`src/rtl/pmu_pkg.sv`:
```
package pmu_pkg;
    localparam int DATA_W = 32;
    localparam int SEL_W  = 8;
    localparam int EVT_W  = 1 << SEL_W;
    localparam int N_CNT  = 3;            // index 0: event 0, 1: event 1, 2: cycle

    localparam int B_EN      = 0;
    localparam int B_CLR_EVT = 1;
    localparam int B_CLR_CYC = 2;
    localparam int B_DIV     = 3;
    localparam int B_IE_LO   = 4;
    localparam int B_OVF_LO  = 8;
    localparam int B_SEL1_LO = 12;
    localparam int B_SEL0_LO = 20;

    // bits kept in the configuration register (enable, divide, enables, selectors)
    localparam logic [DATA_W-1:0] CFG_MASK = 32'h0FFF_F079;

    typedef enum logic [1:0] {
        ADDR_CTRL = 2'd0,
        ADDR_CYC  = 2'd1,
        ADDR_EV0  = 2'd2,
        ADDR_EV1  = 2'd3
    } pmu_addr_e;
endpackage

```
`src/rtl/pmu_counter.sv`:
```
module pmu_counter #(
    parameter int W = 32
) (
    input  logic         clk,
    input  logic         rst_n,
    input  logic         clr,
    input  logic         load,
    input  logic [W-1:0] load_val,
    input  logic         inc,
    output logic [W-1:0] value,
    output logic         wrap
);
    logic [W-1:0] q;

    always_ff @(posedge clk) begin
        if (!rst_n)    q <= '0;
        else if (load) q <= load_val;
        else if (clr)  q <= '0;
        else if (inc)  q <= q + 1'b1;
    end

    assign value = q;
    assign wrap  = inc && !load && !clr && (q == {W{1'b1}});
endmodule

```
`src/rtl/pmu_prescale.sv`:
```
module pmu_prescale #(
    parameter int RATIO = 64
) (
    input  logic clk,
    input  logic rst_n,
    input  logic run,
    input  logic clr,
    output logic tick
);
    localparam int PS_W = (RATIO > 2) ? $clog2(RATIO) : 1;
    localparam logic [PS_W-1:0] LAST = PS_W'(RATIO - 1);

    logic [PS_W-1:0] ps_q;

    assign tick = run && (ps_q == LAST);

    always_ff @(posedge clk) begin
        if (!rst_n)    ps_q <= '0;
        else if (clr)  ps_q <= '0;
        else if (tick) ps_q <= '0;
        else if (run)  ps_q <= ps_q + 1'b1;
    end
endmodule

```
`src/rtl/pmu_ctrl.sv`:
```
module pmu_ctrl
    import pmu_pkg::*;
(
    input  logic              clk,
    input  logic              rst_n,
    input  logic              wr,
    input  logic [DATA_W-1:0] wdata,
    input  logic [N_CNT-1:0]  wrap,
    output logic              en,
    output logic              div,
    output logic [SEL_W-1:0]  sel0,
    output logic [SEL_W-1:0]  sel1,
    output logic              clr_evt,
    output logic              clr_cyc,
    output logic [N_CNT-1:0]  ovf,
    output logic [DATA_W-1:0] ctrl_word,
    output logic              irq
);
    logic [DATA_W-1:0] cfg_q;
    logic [N_CNT-1:0]  ovf_q;
    logic [N_CNT-1:0]  w1c;
    logic [N_CNT-1:0]  ie;

    assign w1c = wr ? wdata[B_OVF_LO +: N_CNT] : '0;

    always_ff @(posedge clk) begin
        if (!rst_n) begin
            cfg_q <= '0;
            ovf_q <= '0;
        end else begin
            if (wr) cfg_q <= wdata & CFG_MASK;
            ovf_q <= (ovf_q & ~w1c) | wrap;
        end
    end

    assign en      = cfg_q[B_EN];
    assign div     = cfg_q[B_DIV];
    assign ie      = cfg_q[B_IE_LO +: N_CNT];
    assign sel0    = cfg_q[B_SEL0_LO +: SEL_W];
    assign sel1    = cfg_q[B_SEL1_LO +: SEL_W];
    assign clr_evt = wr && wdata[B_CLR_EVT];
    assign clr_cyc = wr && wdata[B_CLR_CYC];
    assign ovf     = ovf_q;

    always_comb begin
        ctrl_word = cfg_q;
        ctrl_word[B_OVF_LO +: N_CNT] = ovf_q;
    end

    assign irq = |(ovf_q & ie);
endmodule

```
`src/rtl/perf_mon_unit.sv`:
```
module perf_mon_unit
    import pmu_pkg::*;
#(
    parameter int CNT_W     = 32,
    parameter int DIV_RATIO = 64
) (
    input  logic              clk,
    input  logic              rst_n,
    input  logic              acc_wr,
    input  logic [1:0]        acc_addr,
    input  logic [DATA_W-1:0] acc_wdata,
    output logic [DATA_W-1:0] acc_rdata,
    input  logic [EVT_W-1:0]  evt_in,
    output logic              irq
);
    logic              ctl_en, ctl_div, clr_evt, clr_cyc, slow_tick;
    logic [SEL_W-1:0]  sel0, sel1;
    logic [N_CNT-1:0]  ovf_flags, wrap_vec, inc_vec, load_vec, clr_vec;
    logic [DATA_W-1:0] ctrl_word;
    logic [CNT_W-1:0]  cnt_q [N_CNT];
    logic [CNT_W-1:0]  ev0_val, ev1_val, cyc_val;
    logic              wr_ctrl;

    assign wr_ctrl = acc_wr && (acc_addr == ADDR_CTRL);

    pmu_ctrl u_ctrl (
        .clk(clk), .rst_n(rst_n), .wr(wr_ctrl), .wdata(acc_wdata),
        .wrap(wrap_vec), .en(ctl_en), .div(ctl_div), .sel0(sel0), .sel1(sel1),
        .clr_evt(clr_evt), .clr_cyc(clr_cyc), .ovf(ovf_flags),
        .ctrl_word(ctrl_word), .irq(irq)
    );

    pmu_prescale #(.RATIO(DIV_RATIO)) u_ps (
        .clk(clk), .rst_n(rst_n), .run(ctl_en && ctl_div), .clr(clr_cyc),
        .tick(slow_tick)
    );

    assign inc_vec[0]  = ctl_en && evt_in[sel0];
    assign inc_vec[1]  = ctl_en && evt_in[sel1];
    assign inc_vec[2]  = ctl_en && (!ctl_div || slow_tick);
    assign load_vec[0] = acc_wr && (acc_addr == ADDR_EV0);
    assign load_vec[1] = acc_wr && (acc_addr == ADDR_EV1);
    assign load_vec[2] = acc_wr && (acc_addr == ADDR_CYC);
    assign clr_vec     = {clr_cyc, clr_evt, clr_evt};

    for (genvar g = 0; g < N_CNT; g++) begin : g_cnt
        pmu_counter #(.W(CNT_W)) u_cnt (
            .clk(clk), .rst_n(rst_n), .clr(clr_vec[g]), .load(load_vec[g]),
            .load_val(acc_wdata[CNT_W-1:0]), .inc(inc_vec[g]),
            .value(cnt_q[g]), .wrap(wrap_vec[g])
        );
    end

    assign ev0_val = cnt_q[0];
    assign ev1_val = cnt_q[1];
    assign cyc_val = cnt_q[2];

    always_comb begin
        unique case (acc_addr)
            ADDR_CTRL: acc_rdata = ctrl_word;
            ADDR_CYC:  acc_rdata = DATA_W'(cyc_val);
            ADDR_EV0:  acc_rdata = DATA_W'(ev0_val);
            ADDR_EV1:  acc_rdata = DATA_W'(ev1_val);
            default:   acc_rdata = '0;
        endcase
    end
endmodule

```
`config.mk`:
```
export PLATFORM = sky130hd
export DESIGN_NAME = perf_mon_unit
export DESIGN_NICKNAME = d
export VERILOG_FILES = /design/src/rtl/pmu_pkg.sv /design/src/rtl/pmu_counter.sv /design/src/rtl/pmu_prescale.sv /design/src/rtl/pmu_ctrl.sv /design/src/rtl/perf_mon_unit.sv
export SDC_FILE = /design/constraint.sdc
export NUM_CORES = 1
export LEC_CHECK = 0
export BUFFER_PORTS_ARGS = -buffer_cell sky130_fd_sc_hd__buf_2
export CORE_ASPECT_RATIO = 1.2
export CORE_MARGIN = 2
export CORE_UTILIZATION = 40
export DETAILED_ROUTE_END_ITERATION = 7
export GPL_ROUTABILITY_DRIVEN = 0
export PLACE_DENSITY = 0.61
export SETUP_SLACK_MARGIN = 0.02
export SLEW_MARGIN = 25
export SYNTH_ARGS = -nofsm -noshare
export SYNTH_HDL_FRONTEND = slang
export SYNTH_SLANG_ARGS = --single-unit
export TNS_END_PERCENT = 30
```
`constraint.sdc`:
```
create_clock -name clk -period 7.6 [get_ports clk]
set_input_delay 2.28 -clock clk [delete_from_list [all_inputs] [get_ports clk]]
set_output_delay 2.28 -clock clk [all_outputs]
set_load 0.02 [all_outputs]
```
* After elaboration in Yosys (flattened, before gate mapping) *
Index checks and enable logic that the tools add are counted.

cells by class
  bitwise operators = 5
  reductions and logical operators = 33
  mux-type cells = 15
  multiply operators = 0
  div/mod/pow operators = 0
  shifts and indexed selects = 0
  eq/ne operators = 7
  add/sub/neg operators = 4
  $lt $le $gt $ge = 2

operators by type and width
  cell                                                                    number
  32-bit two-way mux                                                      9
  32-bit case mux with 4 select lines                                     1
  32-bit by 1-bit adder with 32-bit output (second input constant)        3
  32-bit equality test (second input constant)                            3
  1-bit logical AND                                                       20
  8-bit by 9-bit < comparator with 1-bit output (second input constant)   2
  1-bit binary-select mux with 8-bit select                               2
  3-bit nonzero test                                                      3
  6-bit by 1-bit adder with 6-bit output (second input constant)          1
  3-bit AND                                                               2
  6-bit equality test (second input constant)                             1
  1-bit zero test                                                         6
  3-bit OR reduction                                                      2
  2-bit equality test (second input constant)                             2
  3-bit two-way mux                                                       1
  3-bit NOT                                                               1
  3-bit OR                                                                1
  2-bit by 1-bit equality test with 1-bit output (second input constant)  1
  2-bit zero test                                                         1
  1-bit two-way mux                                                       2
  1-bit logical OR                                                        1
  1-bit NOT                                                               1

word-level totals
  bits in read-only memories = 0
  bits of input ports = 293
  flip-flop bits (word level) = 126
  memories kept = 0
  RAM bits = 0
  latch bits = 0

* Logic depth before layout (Yosys ltp) *
  depth after elaboration = 8
  depth in mapped cells = 14
  mapped depth without buffers = 9

* Cells and area by module *
From an unflattened synthesis, not the netlist that was laid out.

unflattened totals
  cells, all modules = 1383
  area, all modules = 12642.1 um^2

by module, submodules not included
  module         seq. area each (um^2)  cells each  times used  area an instance (um^2)
  pmu_counter    640.6                  256         3           1916.8
  perf_mon_unit  0.0                    470         1           5436.5
  pmu_ctrl       480.5                  114         1           1168.6
  pmu_prescale   120.1                  31          1           286.5

* Least setup slack after synthesis *
No wires, ideal clock.

  kind = input to output
  start = in acc_addr[1]
  end = out acc_rdata[16]
  path slack = 1.364 ns
  arrival = 3.956 ns
  stages on the path = 4
  path buffers = 3
  cell sequence = buf_1 > buf_1 > clkbuf_1 > mux4_2

between the ends
  longest elaborated chain between the ends = 2
  elaborated cells between the ends (all ways) = 5
  classes of those cells = eq/ne: 3; mux: 1; reduce/logical: 1

RTL lines
  what                                         line                 source
  from (decl)                                  perf_mon_unit.sv:10  input logic [1:0] acc_addr,
  2-bit equality test (tied with other cells)  perf_mon_unit.sv:59  unique case (acc_addr)
  32-bit case mux with 4 select lines (*)      perf_mon_unit.sv:59
  to (decl)                                    perf_mon_unit.sv:12  output logic [DATA_W-1:0] acc_rdata,

Every way passes the cells marked *; elsewhere a longest branch is shown, timed or not.

* Worst setup path in the final report *
  start = in acc_addr[0]
  end = out acc_rdata[17]

The elaborated chain is that of the path after synthesis.

==> metrics.csv <==
stage,metric,value,unit
timing,drv_slew,0,
critical_path,end_kind,output port,
route,first_pass_iters,6,
route,wl,55.7,mm
power,peakVddDrop,0.000174,V
synthesis,syn_avg_cell_area,9.02,um^2
synthesis,syn_nets,1680,
synthesis,yosys.area.top_type_share,25.8,%
critical_path,cp_num_buf_inv,3,
timing,max_freq,0.163,GHz
floorplanning,start_util,40.8,%
clock_tree,ctsResizeCount,0,
critical_path,crit_fanout,24,
power,finalPower,2.03,mW
critical_path,reg2reg_depth,11,
timing,slew_headroom,28.0,%
critical_path,rr_endpoint,g_cnt[1].u_cnt.value[17]$_SDFFE_PN0P_,
floorplanning,die_area,0.0326,mm^2
power,p_leak,5.29,nW
worst_hold_path,hp-class,reg2reg,
synthesis,synthFlopType,dfxtp_1,
synthesis,synth_edf_count,0,
power,clockPowerShare,39.9,%
finish,seqCellArea,0.00254,mm^2
clock_tree,clock-sinks,126,
synthesis,seq_area_frac_synth,20.2,%
critical_path,worstReg2RegStart,u_ctrl.cfg_q[12]$_SDFFE_PN0P_,
timing,post-route-min-period,6150,ps
power,combPwrFrac,24.1,%
critical_path,crit_cells,4,
status,status,completed,
critical_path,crit_arrival,3870,ps
timing,worst_pin_slew,1070,ps
critical_path,crit_chain,buf_2 -> buf_4 -> mux4_2 -> buf_2,
global_routing,grt-ovfl-total,0,
global_routing,met2_usage,54.7,%
clock_tree,insertion_delay,430,ps
synthesis,async_reset_ff_share,0,%
global_routing,grt_busiest_layer,met2,
global_routing,grt_first_pass_wirelength,81.0,mm
critical_path,path_delay_family,buffers and inverters,
finish,nets,1933,
clock_tree,cts_root_buffer,clkbuf_16,
critical_path,crit_type,in2out,
route,vias,13676,
clock_tree,h-tree-depth,4,
global_routing,grt_usage,33.2,%
worst_hold_path,hold_end,u_ctrl.cfg_q[24]$_SDFFE_PN0P_,
floorplanning,rows,70,
floorplanning,core_area,0.0306,mm^2
power,p_switching,0.626,mW
synthesis,yosys.cell_count.top_type,nand2_1,
clock_tree,holdBufCountCts,0,
global_routing,grt_pass1_vias,13229,
critical_path,critPathMaxStageDelay,600,ps
finish,drive_gt1_share,35.1,%
power,powerDensity,137,mW/mm^2
worst_hold_path,hold_start,u_ctrl.cfg_q[24]$_SDFFE_PN0P_,
finish,fill_cells,2996,
clock_tree,cts_buffer_depth,2,
timing,setup_viol,0,
clock_tree,tritoncts,built,
route,drcViolationCount,0,
clock_tree,post_cts_buffers,0,
timing,fin_worst_skew,14.2,ps
critical_path,slowest_stage,mux4_2,
power,pwr-share-seq,36.0,%
timing,hold_violations,0,
power,swShare,30.8,%
placed_design,dp_hpwl,41.3,mm
route,routed_via_density,6.63,
route,wl_per_cell,27.0,um
synthesis,synth_warnings,0,
critical_path,r2r_slack,3170,ps
clock_tree,cts_buffers,17,
critical_path,cp_common_cell,buf_2,
critical_path,worst_ep_required_time,5320,ps
placed_design,io_buffers,325,
global_routing,grt_max_degree,47,
synthesis,ys_ff_latch,126,
timing,finalCritPeriodShare,80.9,%
timing,tns,0,ps
floorplanning,die_w,165,um
clock_tree,cts.reportedPaths.clkPinSlew,50,ps
floorplanning,dieHeight,197,um
route,drt-initial-drc-count,1353,
worst_hold_path,min_path_cells,2,
finish,multi_input_area,0.00920,mm^2
finish,area.growth.synth_to_final,19.0,%
global_routing,antenna_found_initial,23,
global_routing,gr-usage-met3,8.02,%
synthesis,synth.area.top_cells,"mux4_2 26%, dfxtp_1 20%, nand2_1 5.1%",
synthesis,ys_types,76,
synthesis,netlist_top_cells_count,"168 x nand2_1, 143 x mux4_2, 126 x dfxtp_1",
route,antenna_left,0,
critical_path,cp-start-kind,input pin,
synthesis,netlist_area,0.0125,mm^2
synthesis,synthCells,1383,
synthesis,synth_largest_area_cell,mux4_2,
timing,grt_setup_unrepaired,no,
flow_run,maxCapViolations,0,
floorplanning,boundaryPins,326,
power,p_int,1.40,mW
global_routing,grt_use_met1,37.9,%
==> flip-flops by register name (all words and copies together) (netlist names) <==
| register | count |
|---|---|
| u_ps.ps_q | 6 |
| u_ctrl.cfg_q | 21 |
| u_ctrl.ovf | 3 |
| g_cnt.u_cnt.value | 96 |
==> how the worst max path moves through the flow <==
stage,startpoint,end,slack [ps]
after global routing,acc_addr[0],acc_rdata[17],1400
after CTS,acc_addr[0],acc_rdata[17],1460
final,acc_addr[0],acc_rdata[17],1450
after global placement,acc_addr[0],acc_rdata[17],1480
after detailed placement,acc_addr[0],acc_rdata[17],1450
after floorplan,acc_addr[1],acc_rdata[16],1360
==> cell usage in the layout (no fill, tap or decap), types with 6 or more instances in the layout <==
cell / instances
xor2_1: 20
and4_1: 9
nor2b_1: 14
a22oi_1: 33
buf_2: 325
inv_1: 23
a32o_1: 7
nand3_1: 51
nand2b_1: 7
o311a_1: 14
nor4_1: 7
dfxtp_1: 121
o31ai_1: 12
nor2_1: 96
and3_1: 29
a21oi_1: 93
and2_1: 13
nand2_1: 168
a211oi_1: 26
a31oi_1: 14
nand4_1: 25
nor3b_1: 14
buf_4: 35
mux4_2: 143
a311oi_1: 6
a221oi_1: 20
mux2i_1: 42
diode_2: 18
mux2_2: 16
nor3_1: 50
a22o_1: 16
clkbuf_16: 17
xnor2_1: 18
o21ai_0: 57
==> metal layers <==
layer	part of all wire, %	up-vias
met5	0.081	-
met4	7.1	8
met3	11	207
met2	48	882
met1	34	6612
li1	-	5967
==> power groups by stage <==
stage | Sequential, mW | Combinational [mW] | Clock (mW)
2_1_floorplan | 0.715 | 0.299 | 0
3_3_place_gp | 0.743 | 0.468 | 0
3_5_place_dp | 0.743 | 0.477 | 0
4_1_cts | 0.729 | 0.479 | 0.815
5_1_grt | 0.733 | 0.518 | 0.843
6_report | 0.731 | 0.488 | 0.810
==> cells by family after synthesis <==
logic type	share of synthesized area, %
xor gates and xnor gates	2.67
muxes	30.6
buffers and inverters	6.08
and+or+nand+nor	20.3
adders and majority gates	0.401
AOI/OAI and AO/OA	19.7
DFF	20.2
==> stage by stage <==
| step | util [%] | std cells | hold WS [ps] | instance area, um^2 | setup slack [ps] |
|---|---|---|---|---|---|
| detailed placement | 46.5 | 2013 | 447 | 14200 | 1450 |
| global placement | 46.5 | 2013 | 443 | 14200 | 1480 |
| floorplan | - | 1383 | 441 | 12500 | 1360 |
| CTS | 48.4 | 2045 | 454 | 14800 | 1460 |
| global route | 48.5 | 2061 | 478 | 14800 | 1400 |
| finish | 48.6 | 2063 | 451 | 14800 | 1450 |
==> worst min-delay path: cells and delay by family, from the launching register on <==
| family | cells | cell delay (ps) |
|---|---|---|
| DFF | 1 | 300 |
| and+or+nand+nor | 1 | 50 |
| AOI/OAI and AO/OA | 1 | 50 |
==> cell type report <==
| type | instances | area share, % |
|---|---|---|
| diodes | 18 | 0.303 |
| flip-flops and latches | 126 | 17.1 |
| well taps | 396 | 3.34 |
| clock inverters | 8 | 0.540 |
| multi-input cells | 1107 | 62.0 |
| repair buffers | 360 | 12.7 |
| inverters | 24 | 0.615 |
| clock buffers | 24 | 3.38 |
Power figures use the tool's default switching activity.
